## config.mk

```make
export PLATFORM = sky130hd
export DESIGN_NAME = rds_status_irq
export DESIGN_NICKNAME = d
export VERILOG_FILES = /design/src/rtl/rds_irq_pkg.sv /design/src/rtl/rds_err_quant.sv /design/src/rtl/rds_irq_fsm.sv /design/src/rtl/rds_status_irq.sv
export SDC_FILE = /design/constraint.sdc
export NUM_CORES = 1
export LEC_CHECK = 0
export BUFFER_PORTS_ARGS = -buffer_cell sky130_fd_sc_hd__buf_2
export CELL_PAD_IN_SITES_DETAIL_PLACEMENT = 1
export CELL_PAD_IN_SITES_GLOBAL_PLACEMENT = 2
export CORE_MARGIN = 3
export CORE_UTILIZATION = 38
export DETAILED_ROUTE_END_ITERATION = 6
export PLACE_DENSITY = 0.8
export SLEW_MARGIN = 15
export SYNTH_ARGS = -nofsm -noshare
export SYNTH_HDL_FRONTEND = slang
export SYNTH_SLANG_ARGS = --single-unit
```

## constraint.sdc

```tcl
create_clock -name clk -period 4.75 [get_ports clk]
set_input_delay 0 -clock clk [delete_from_list [all_inputs] [get_ports clk]]
set_output_delay 0 -clock clk [all_outputs]
set_load 0.05 [all_outputs]
```

## src/rtl/rds_irq_pkg.sv

```systemverilog
package rds_irq_pkg;

    typedef enum logic [1:0] {
        ST_IDLE  = 2'd0,
        ST_PULSE = 2'd1,
        ST_HOLD  = 2'd2
    } irq_state_e;

    localparam int NUM_BLK = 4;
    localparam int LVL_W   = 2;

    localparam logic [1:0] PIN_FN_IRQ = 2'b01;

endpackage

```

## src/rtl/rds_err_quant.sv

```systemverilog
module rds_err_quant #(
    parameter int ERR_W = 4
) (
    input  logic [ERR_W-1:0] cnt_i,
    output logic [1:0]       lvl_o
);
    localparam logic [ERR_W-1:0] LIM_LO  = ERR_W'(2);
    localparam logic [ERR_W-1:0] LIM_MID = ERR_W'(5);

    always_comb begin
        if (cnt_i == '0)
            lvl_o = 2'b00;
        else if (cnt_i <= LIM_LO)
            lvl_o = 2'b01;
        else if (cnt_i <= LIM_MID)
            lvl_o = 2'b10;
        else
            lvl_o = 2'b11;
    end
endmodule

```

## src/rtl/rds_irq_fsm.sv

```systemverilog
module rds_irq_fsm
    import rds_irq_pkg::*;
#(
    parameter int HOLD_CYC  = 40,
    parameter int PULSE_CYC = 5
) (
    input  logic clk,
    input  logic rst_n,
    input  logic qual_i,
    input  logic pin_on_i,
    output logic rdy_o,
    output logic pin_n_o
);
    localparam int HW = $clog2(HOLD_CYC + 1);
    localparam int PW = $clog2(PULSE_CYC + 1);
    localparam logic [HW-1:0] HOLD_LOAD  = HW'(HOLD_CYC - 1);
    localparam logic [PW-1:0] PULSE_LOAD = PW'(PULSE_CYC - 1);

    irq_state_e      state_q, state_d;
    logic [HW-1:0]   hold_q;
    logic [PW-1:0]   pls_q;

    always_comb begin
        state_d = state_q;
        unique case (state_q)
            ST_IDLE:  if (qual_i) state_d = ST_PULSE;
            ST_PULSE: if (qual_i) state_d = ST_PULSE;
                      else if (pls_q == '0) state_d = ST_HOLD;
            ST_HOLD:  if (qual_i) state_d = ST_PULSE;
                      else if (hold_q == '0) state_d = ST_IDLE;
            default:  state_d = ST_IDLE;
        endcase
    end

    always_ff @(posedge clk or negedge rst_n) begin
        if (!rst_n) state_q <= ST_IDLE;
        else        state_q <= state_d;
    end

    always_ff @(posedge clk or negedge rst_n) begin
        if (!rst_n) begin
            hold_q <= '0;
            pls_q  <= '0;
        end else if (qual_i) begin
            hold_q <= HOLD_LOAD;
            pls_q  <= PULSE_LOAD;
        end else begin
            if (state_q != ST_IDLE && hold_q != '0) hold_q <= hold_q - 1'b1;
            if (state_q == ST_PULSE && pls_q != '0) pls_q <= pls_q - 1'b1;
        end
    end

    always_comb begin
        rdy_o   = (state_q != ST_IDLE);
        pin_n_o = !((state_q == ST_PULSE) && pin_on_i);
    end


    qual_restart_chk: assert property (@(posedge clk) disable iff (!rst_n)
        qual_i |=> (state_q == ST_PULSE && pls_q == PULSE_LOAD && hold_q == HOLD_LOAD));


    pulse_to_hold_chk: assert property (@(posedge clk) disable iff (!rst_n)
        (state_q == ST_PULSE && !qual_i) |=> (state_q != ST_IDLE));


    pulse_bound_chk: assert property (@(posedge clk) disable iff (!rst_n)
        (pls_q <= PULSE_LOAD));


    idle_stays_chk: assert property (@(posedge clk) disable iff (!rst_n)
        (state_q == ST_IDLE && !qual_i) |=> (state_q == ST_IDLE));
endmodule

```

## src/rtl/rds_status_irq.sv

```systemverilog
module rds_status_irq
    import rds_irq_pkg::*;
#(
    parameter int CLK_HZ   = 100_000_000,
    parameter int HOLD_US  = 40_000,
    parameter int PULSE_US = 5_000,
    parameter int ERR_W    = 4
) (
    input  logic                   clk,
    input  logic                   rst_n,
    input  logic                   verbose_i,
    input  logic                   irq_en_i,
    input  logic [1:0]             pin_sel_i,
    input  logic                   grp_stb_i,
    input  logic                   grp_valid_i,
    input  logic                   dec_sync_i,
    input  logic [4*ERR_W-1:0]     blk_err_i,
    output logic                   rdy_o,
    output logic                   sync_o,
    output logic [7:0]             blk_lvl_o,
    output logic                   gpo_n_o
);
    localparam int CYC_PER_US = CLK_HZ / 1_000_000;
    localparam int HOLD_CYC   = CYC_PER_US * HOLD_US;
    localparam int PULSE_CYC  = CYC_PER_US * PULSE_US;
    localparam int LVLS_W     = NUM_BLK * LVL_W;

    logic              qual;
    logic              pin_on;
    logic              sync_q;
    logic [LVLS_W-1:0] lvl_d, lvl_q;

    assign qual   = grp_stb_i && (verbose_i ? dec_sync_i : grp_valid_i);
    assign pin_on = irq_en_i && (pin_sel_i == PIN_FN_IRQ);

    for (genvar k = 0; k < NUM_BLK; k++) begin : g_quant
        rds_err_quant #(.ERR_W(ERR_W)) u_quant (
            .cnt_i (blk_err_i[k*ERR_W +: ERR_W]),
            .lvl_o (lvl_d[k*LVL_W +: LVL_W])
        );
    end

    always_ff @(posedge clk or negedge rst_n) begin
        if (!rst_n) begin
            sync_q <= 1'b0;
            lvl_q  <= '0;
        end else begin
            sync_q <= dec_sync_i;
            if (grp_stb_i) lvl_q <= lvl_d;
        end
    end

    rds_irq_fsm #(
        .HOLD_CYC  (HOLD_CYC),
        .PULSE_CYC (PULSE_CYC)
    ) u_fsm (
        .clk      (clk),
        .rst_n    (rst_n),
        .qual_i   (qual),
        .pin_on_i (pin_on),
        .rdy_o    (rdy_o),
        .pin_n_o  (gpo_n_o)
    );

    always_comb begin
        sync_o    = verbose_i ? sync_q : 1'b0;
        blk_lvl_o = verbose_i ? lvl_q  : '0;
    end

    initial begin
        if (HOLD_CYC <= PULSE_CYC || PULSE_CYC < 1)
            $error("hold time must exceed pulse time");
    end


    lvl_hold_chk: assert property (@(posedge clk) disable iff (!rst_n)
        !grp_stb_i |=> $stable(lvl_q));


    pin_quiet_chk: assert property (@(posedge clk) disable iff (!rst_n)
        !pin_on |-> gpo_n_o);
endmodule

```

# Yosys cells after proc, flatten, opt, wreduce, memory -nomap -nowiden
# Cells that the tools add are included.
[word_totals]
regBits = 52
latchBits = 0
ram_bits = 0
rom_bits = 0
out_inout_bits = 11
elab_cells = 65
memories = 0
[op_classes]
n_addsub = 2
mul = 0
div_mod_pow = 0
n_lt_le_gt_ge = 8
n_eq_ne = 6
n_shift = 0
muxes = 25
bitwise = 0
n_reduce_logical = 19
[ops]
columns = ["operator", "n"]
rows = [
  ["$mux W22", 2],
  ["$mux W19", 2],
  ["$mux W2", 13],
  ["$logic_not A22 Y1", 1],
  ["$reduce_bool A22 Y1", 1],
  ["$sub A22 B1 Y22 const B", 1],
  ["$logic_not A19 Y1", 1],
  ["$reduce_bool A19 Y1", 1],
  ["$sub A19 B1 Y19 const B", 1],
  ["$le A4 B2 Y1 const B", 4],
  ["$le A4 B3 Y1 const B", 4],
  ["$logic_not A4 Y1", 4],
  ["$mux W8", 1],
  ["$mux W1", 6],
  ["$ne A3 B2 Y1 const B", 2],
  ["$pmux W2 S3", 1],
  ["$reduce_bool A2 Y1", 3],
  ["$logic_and A1 B1 Y1", 5],
  ["$eq A2 B1 Y1 const B", 2],
  ["$reduce_and A3 Y1", 1],
  ["$eq A2 B2 Y1 const B", 1],
  ["$logic_not A2 Y1", 1],
  ["$ne A2 B2 Y1 const B", 1],
  ["$logic_not A1 Y1", 1],
]

# Depth between registers and ports, before layout
[logic_depth]
word_depth = 4
depth_mapped = 8

# Hierarchy
# From an unflattened synthesis, not the netlist that was laid out.
[unflattened]
hier_cells = 296
area_unflattened_um2 = 2930.3
[by_module_without_submodules]
columns = ["module", "instances", "cells_each", "area_per_inst_um2"]
rows = [
  ["rds_irq_fsm", 1, 245, 2327.2],
  ["rds_status_irq", 1, 31, 447.9],
  ["rds_err_quant", 4, 5, 38.8],
]

# Worst setup path after synthesis
# OpenSTA, ideal clock, no wires.
[synth_path]
path_kind = "reg2reg"
startpoint = "register u_fsm.pls_q[0]"
endpoint = "register u_fsm.pls_q[4]"
arrival_ps = 1967
required_time_ps = 4626
slack_ps = 2659
stages_incl_launch_ff = 8
n_path_buf = 0
period_less_slack_ps = 2091
path_cell_list = "dfrtp_1 inv_1 ha_1 or4b_1 nor4_4 a21oi_2 a211oi_1 nor2_1"
[synth_between]
elab_chain_len = 3
elab_cells_between_ends = 6
classes_between = "1 x add/sub; 2 x mux; 3 x reduce/logical"
[synth_lines]
columns = ["element", "line_no", "source"]
rows = [
  ["from (decl)", "rds_irq_fsm.sv:21", "logic [PW-1:0] pls_q;"],
  ["from (signal assigned)", "rds_irq_fsm.sv:49", "if (state_q == ST_PULSE && pls_q != '0) pls_q <= pls_q - 1'b1;"],
  ["$sub A19 B1 Y19 or $reduce_bool A19 Y1 (tied branches)", "rds_irq_fsm.sv:49", ""],
  ["$mux W19 or $logic_and A1 B1 Y1 (tied branches)", "rds_irq_fsm.sv:49", ""],
  ["$mux W19 or $reduce_bool A2 Y1 (tied branches)", "-", ""],
]
# Parallel ways exist; a longest one is shown, timed or not. The select of a mux whose other input is x is not followed.
# A chain may end at the register's enable or synchronous reset.

# Final worst setup path
[layout_path]
startpoint = "register u_fsm.hold_q[0]"
endpoint = "register u_fsm.hold_q[0]"
[layout_between]
elab_chain_len = 3
elab_cells_between_ends = 6
classes_between = "1 x add/sub; 2 x mux; 3 x reduce/logical"
[layout_lines]
columns = ["element", "line_no", "source"]
rows = [
  ["from (decl)", "rds_irq_fsm.sv:20", "logic [HW-1:0] hold_q;"],
  ["from (signal assigned)", "rds_irq_fsm.sv:48", "if (state_q != ST_IDLE && hold_q != '0) hold_q <= hold_q - 1'b1;"],
  ["$sub A22 B1 Y22 or $reduce_bool A22 Y1 (tied branches)", "rds_irq_fsm.sv:48", ""],
  ["$mux W22 or $logic_and A1 B1 Y1 (tied branches)", "rds_irq_fsm.sv:48", ""],
  ["$mux W22 or $reduce_bool A2 Y1 (tied branches)", "-", ""],
]
# Parallel ways exist; a longest one is shown, timed or not. The select of a mux whose other input is x is not followed.

==> impl_metrics.py <==
metrics = {
    "power_and_ir_drop": {
        "combPwrFrac_pct": 16.3,
        "clkPwrFrac_pct": 31.7,
        "seqPwrFrac_pct": 52.0,
        "p_int_uw": 698.8,
        "peakVddDrop_mv": 0.1351,
        "power_density_nw_per_um2": 299.0,
        "p_leak_nw": 1.224,
        "power.share.switching_pct": 28.82,
        "switchingPower_uw": 282.9,
    },
    "placed_design": {
        "hpwl_um": 4667,
        "gp_congestion": 0.7852,
        "dp_cells": 431,
        "io_buffers": 35,
        "placed_area_sq_um": 3085,
    },
    "synthesis": {
        "ys_seq_area_share_pct": 46.16,
        "syn-cell-area_sq_um": 2819,
        "avgSynthCellArea_sq_um": 9.152,
        "yosys.area.top_type_share_pct": 46.16,
        "ys_warn_count": 0,
        "synthCells": 308,
        "synth.area.top_cells": "dfrtp_1 46%, xnor2_1 5.9%, nor2_1 5.6%, nand2_1 3.9%, a21oi_1 3.7%",
        "synth_cell_types": 39,
        "synth_largest_area_cell": "dfrtp_1",
        "synth_ff_type": "dfrtp_1",
        "ys_seq_elements": 52,
        "syn_nets": 335,
        "ys_async_sr_fraction_pct": 100.0,
        "synth-edff-count": 0,
    },
    "floorplan": {
        "die-area_sq_um": 8488,
        "core_area_sq_um": 6982,
        "num_rows": 30,
        "ioPinCount": 36,
        "initial_core_util_pct": 40.38,
        "die_y_um": 92.13,
        "die_w_um": 92.13,
    },
    "clock_network": {
        "cts_made_buffers": 5,
        "cts_buffer_depth": 2,
        "post_cts_resize_count": 0,
        "numClockSinks": 52,
        "clkLatencyLatePin_ns": 0.31,
        "cts_tree": "yes",
        "htree_levels": 2,
        "root_buffer": "clkbuf_8",
        "clkTransAtPathRegs_ns": 0.10,
        "postCtsSetupBuffers": 0,
        "ctsHoldBuffers": 9,
    },
    "run_status": {
        "status": "completed",
    },
    "critical_path": {
        "cp_max_fo": 13,
        "r2r_slack_ns": 2.16,
        "r2r-end": "u_fsm.hold_q[0]",
        "reg2reg_depth": 7,
        "endpoint": "u_fsm.hold_q[0]",
        "start_kind": "register",
        "worstSetupStartpoint": "u_fsm.hold_q[0]",
        "worstPathArrival_ns": 2.75,
        "crit_type": "reg2reg",
        "required_ns": 4.91,
        "regToRegStartpoint": "u_fsm.hold_q[0]",
        "end_kind": "register",
    },
    "layout": {
        "finalNonFillerCells": 448,
        "areaGrowthSynthToFinish_pct": 16.47,
        "nFillCells": 834,
        "final_cell_mix": "52 x dfrtp_1, 42 x nor2_1, 35 x buf_2",
        "finalNetCount": 378,
        "n_antenna_cell": 0,
        "layout_commonest_cell": "dfrtp_1",
        "drive_gt1_share_pct": 14.49,
        "finalInstanceArea_sq_um": 3283,
    },
    "sta": {
        "min_period_ns": 2.594,
        "skew_ns": 0.006376,
        "rsz0062_at_grt": "no",
        "fin_tns_setup_ns": 0,
        "setup_viol_count_final": 0,
        "hold_viol_final": 0,
        "fin_crit_sh_pct": 54.61,
        "slew_violations": 0,
        "slew_headroom_pct": 38.34,
        "tightest_slew_ns": 0.9226,
        "clock.fmax_mhz": 385.5,
    },
    "detailed_routing": {
        "routed_wirelength_um": 6787,
        "avgRoutedWirePerCell_um": 15.15,
        "first_pass_iters": 6,
        "routed_via_density": 5.288,
        "ant_nets": 0,
        "drt_iter0_drc": 48,
        "drc": 0,
        "vias": 2369,
    },
    "global_routing": {
        "grt_start_max_net_pins": 53,
        "grt_antenna_before_repair": 0,
        "grt_pass1_wl_um": 11670,
        "grt_usage_pct": 16.83,
        "grt_pass1_vias": 2488,
        "grt-ovfl-total": 0,
    },
    "run": {
        "maxCapViolations": 0,
    },
    "hold_path": {
        "timing.hold.worst.class": "in2reg",
        "min_from": "blk_err_i[2]",
    },
}
[layer usage]
layer | global-route usage, % | routed length (um) | vias to the layer above
met4 | 3.342 | 57 | 0
met5 | 0 | 0 | -
met3 | 2.789 | 145 | 6
met2 | 31.02 | 3367 | 21
met1 | 20.62 | 3216 | 1170
li1 | - | - | 1172
[state kept, by name, summed over array words and instances, names as in the netlist]
register / flops
lvl_q: 8
u_fsm.pls_q: 19
u_fsm.hold_q: 22
sync_q: 1
u_fsm.state_q: 2
[kinds of logic (layout without fill, tap and decap cells)]
logic type / count (synthesis) / after routing / share of synthesized area, %
simple gates: 157 / 157 / 30.54
flops: 52 / 52 / 46.16
compound gates: 51 / 51 / 10.61
xor+xnor: 30 / 30 / 9.321
buf+inv: 15 / 59 / 2.086
fa+ha+maj: 2 / 2 / 0.8876
mux: 1 / 1 / 0.3994
[layout make-up]
cell class | count | area, sq um | share of cell area (%)
Clock buffer | 6 | 72.57 | 2.210
Clock inverter | 2 | 35.03 | 1.067
Inverter | 6 | 22.52 | 0.6860
Multi-Input combinational cell | 241 | 1459 | 44.44
Sequential cell | 52 | 1301 | 39.63
Tap cell | 96 | 120.1 | 3.659
Timing Repair Buffer | 45 | 272.8 | 8.308
[how the worst min path moves through the flow]
| stage | endpoint | cells past startpoint | slack (ns) |
|---|---|---|---|
| after CTS | lvl_q[1] | 3 | 0.009 |
| after global routing | lvl_q[7] | 3 | 0.04 |
| after floorplan | lvl_q[0] | 0 | -0.30 |
| after detailed placement | sync_q | 1 | 0.13 |
| after global placement | sync_q | 1 | 0.13 |
| final | lvl_q[1] | 3 | 0.008 |
[critical path: stages (launching register included)]
cell and delay (ns):
dfrtp_1 0.40, inv_1 0.09, ha_1 0.21, nor4b_2 0.45, nand4_1 0.54, o21ai_0 0.53, xnor2_1 0.17, nand2_1 0.06
[cells in the mapped netlist, types with 3 or more instances]
cell type	count
dfrtp_1	52
nor2_1	42
nand2_1	29
a21oi_1	21
xnor2_1	19
o21ai_0	14
and2_1	11
nor3_1	11
xor2_1	11
nor4_1	9
nand2b_1	8
or3_1	8
or4_1	8
clkbuf_1	7
nand4_1	7
inv_1	6
a211oi_1	5
nand3_1	5
o31ai_1	4
nand4b_1	3
nor4b_1	3
o211ai_1	3
[metrics by stage]
stage          setup WS [ns]  hold slack [ns]  total power, mW  utilization, %
2_1_floorplan          2.659          -0.2956           0.6211               -
3_3_place_gp           2.297           0.1251           0.6695           44.19
3_5_place_dp           2.167           0.1290           0.6772           44.19
6_report               2.156         0.008326           0.9818           47.03
4_1_cts                2.143         0.009122           0.9954           47.03
5_1_grt                1.893          0.03679            1.039           47.03
[power groups by stage]
stage / Combinational [mW] / Sequential [mW] / Clock [mW]
2_1_floorplan: 0.112 / 0.509 / 0
3_3_place_gp: 0.153 / 0.517 / 0
3_5_place_dp: 0.158 / 0.519 / 0
4_1_cts: 0.164 / 0.510 / 0.321
5_1_grt: 0.185 / 0.515 / 0.339
6_report: 0.160 / 0.510 / 0.312
(Power assumes the default switching activity.)
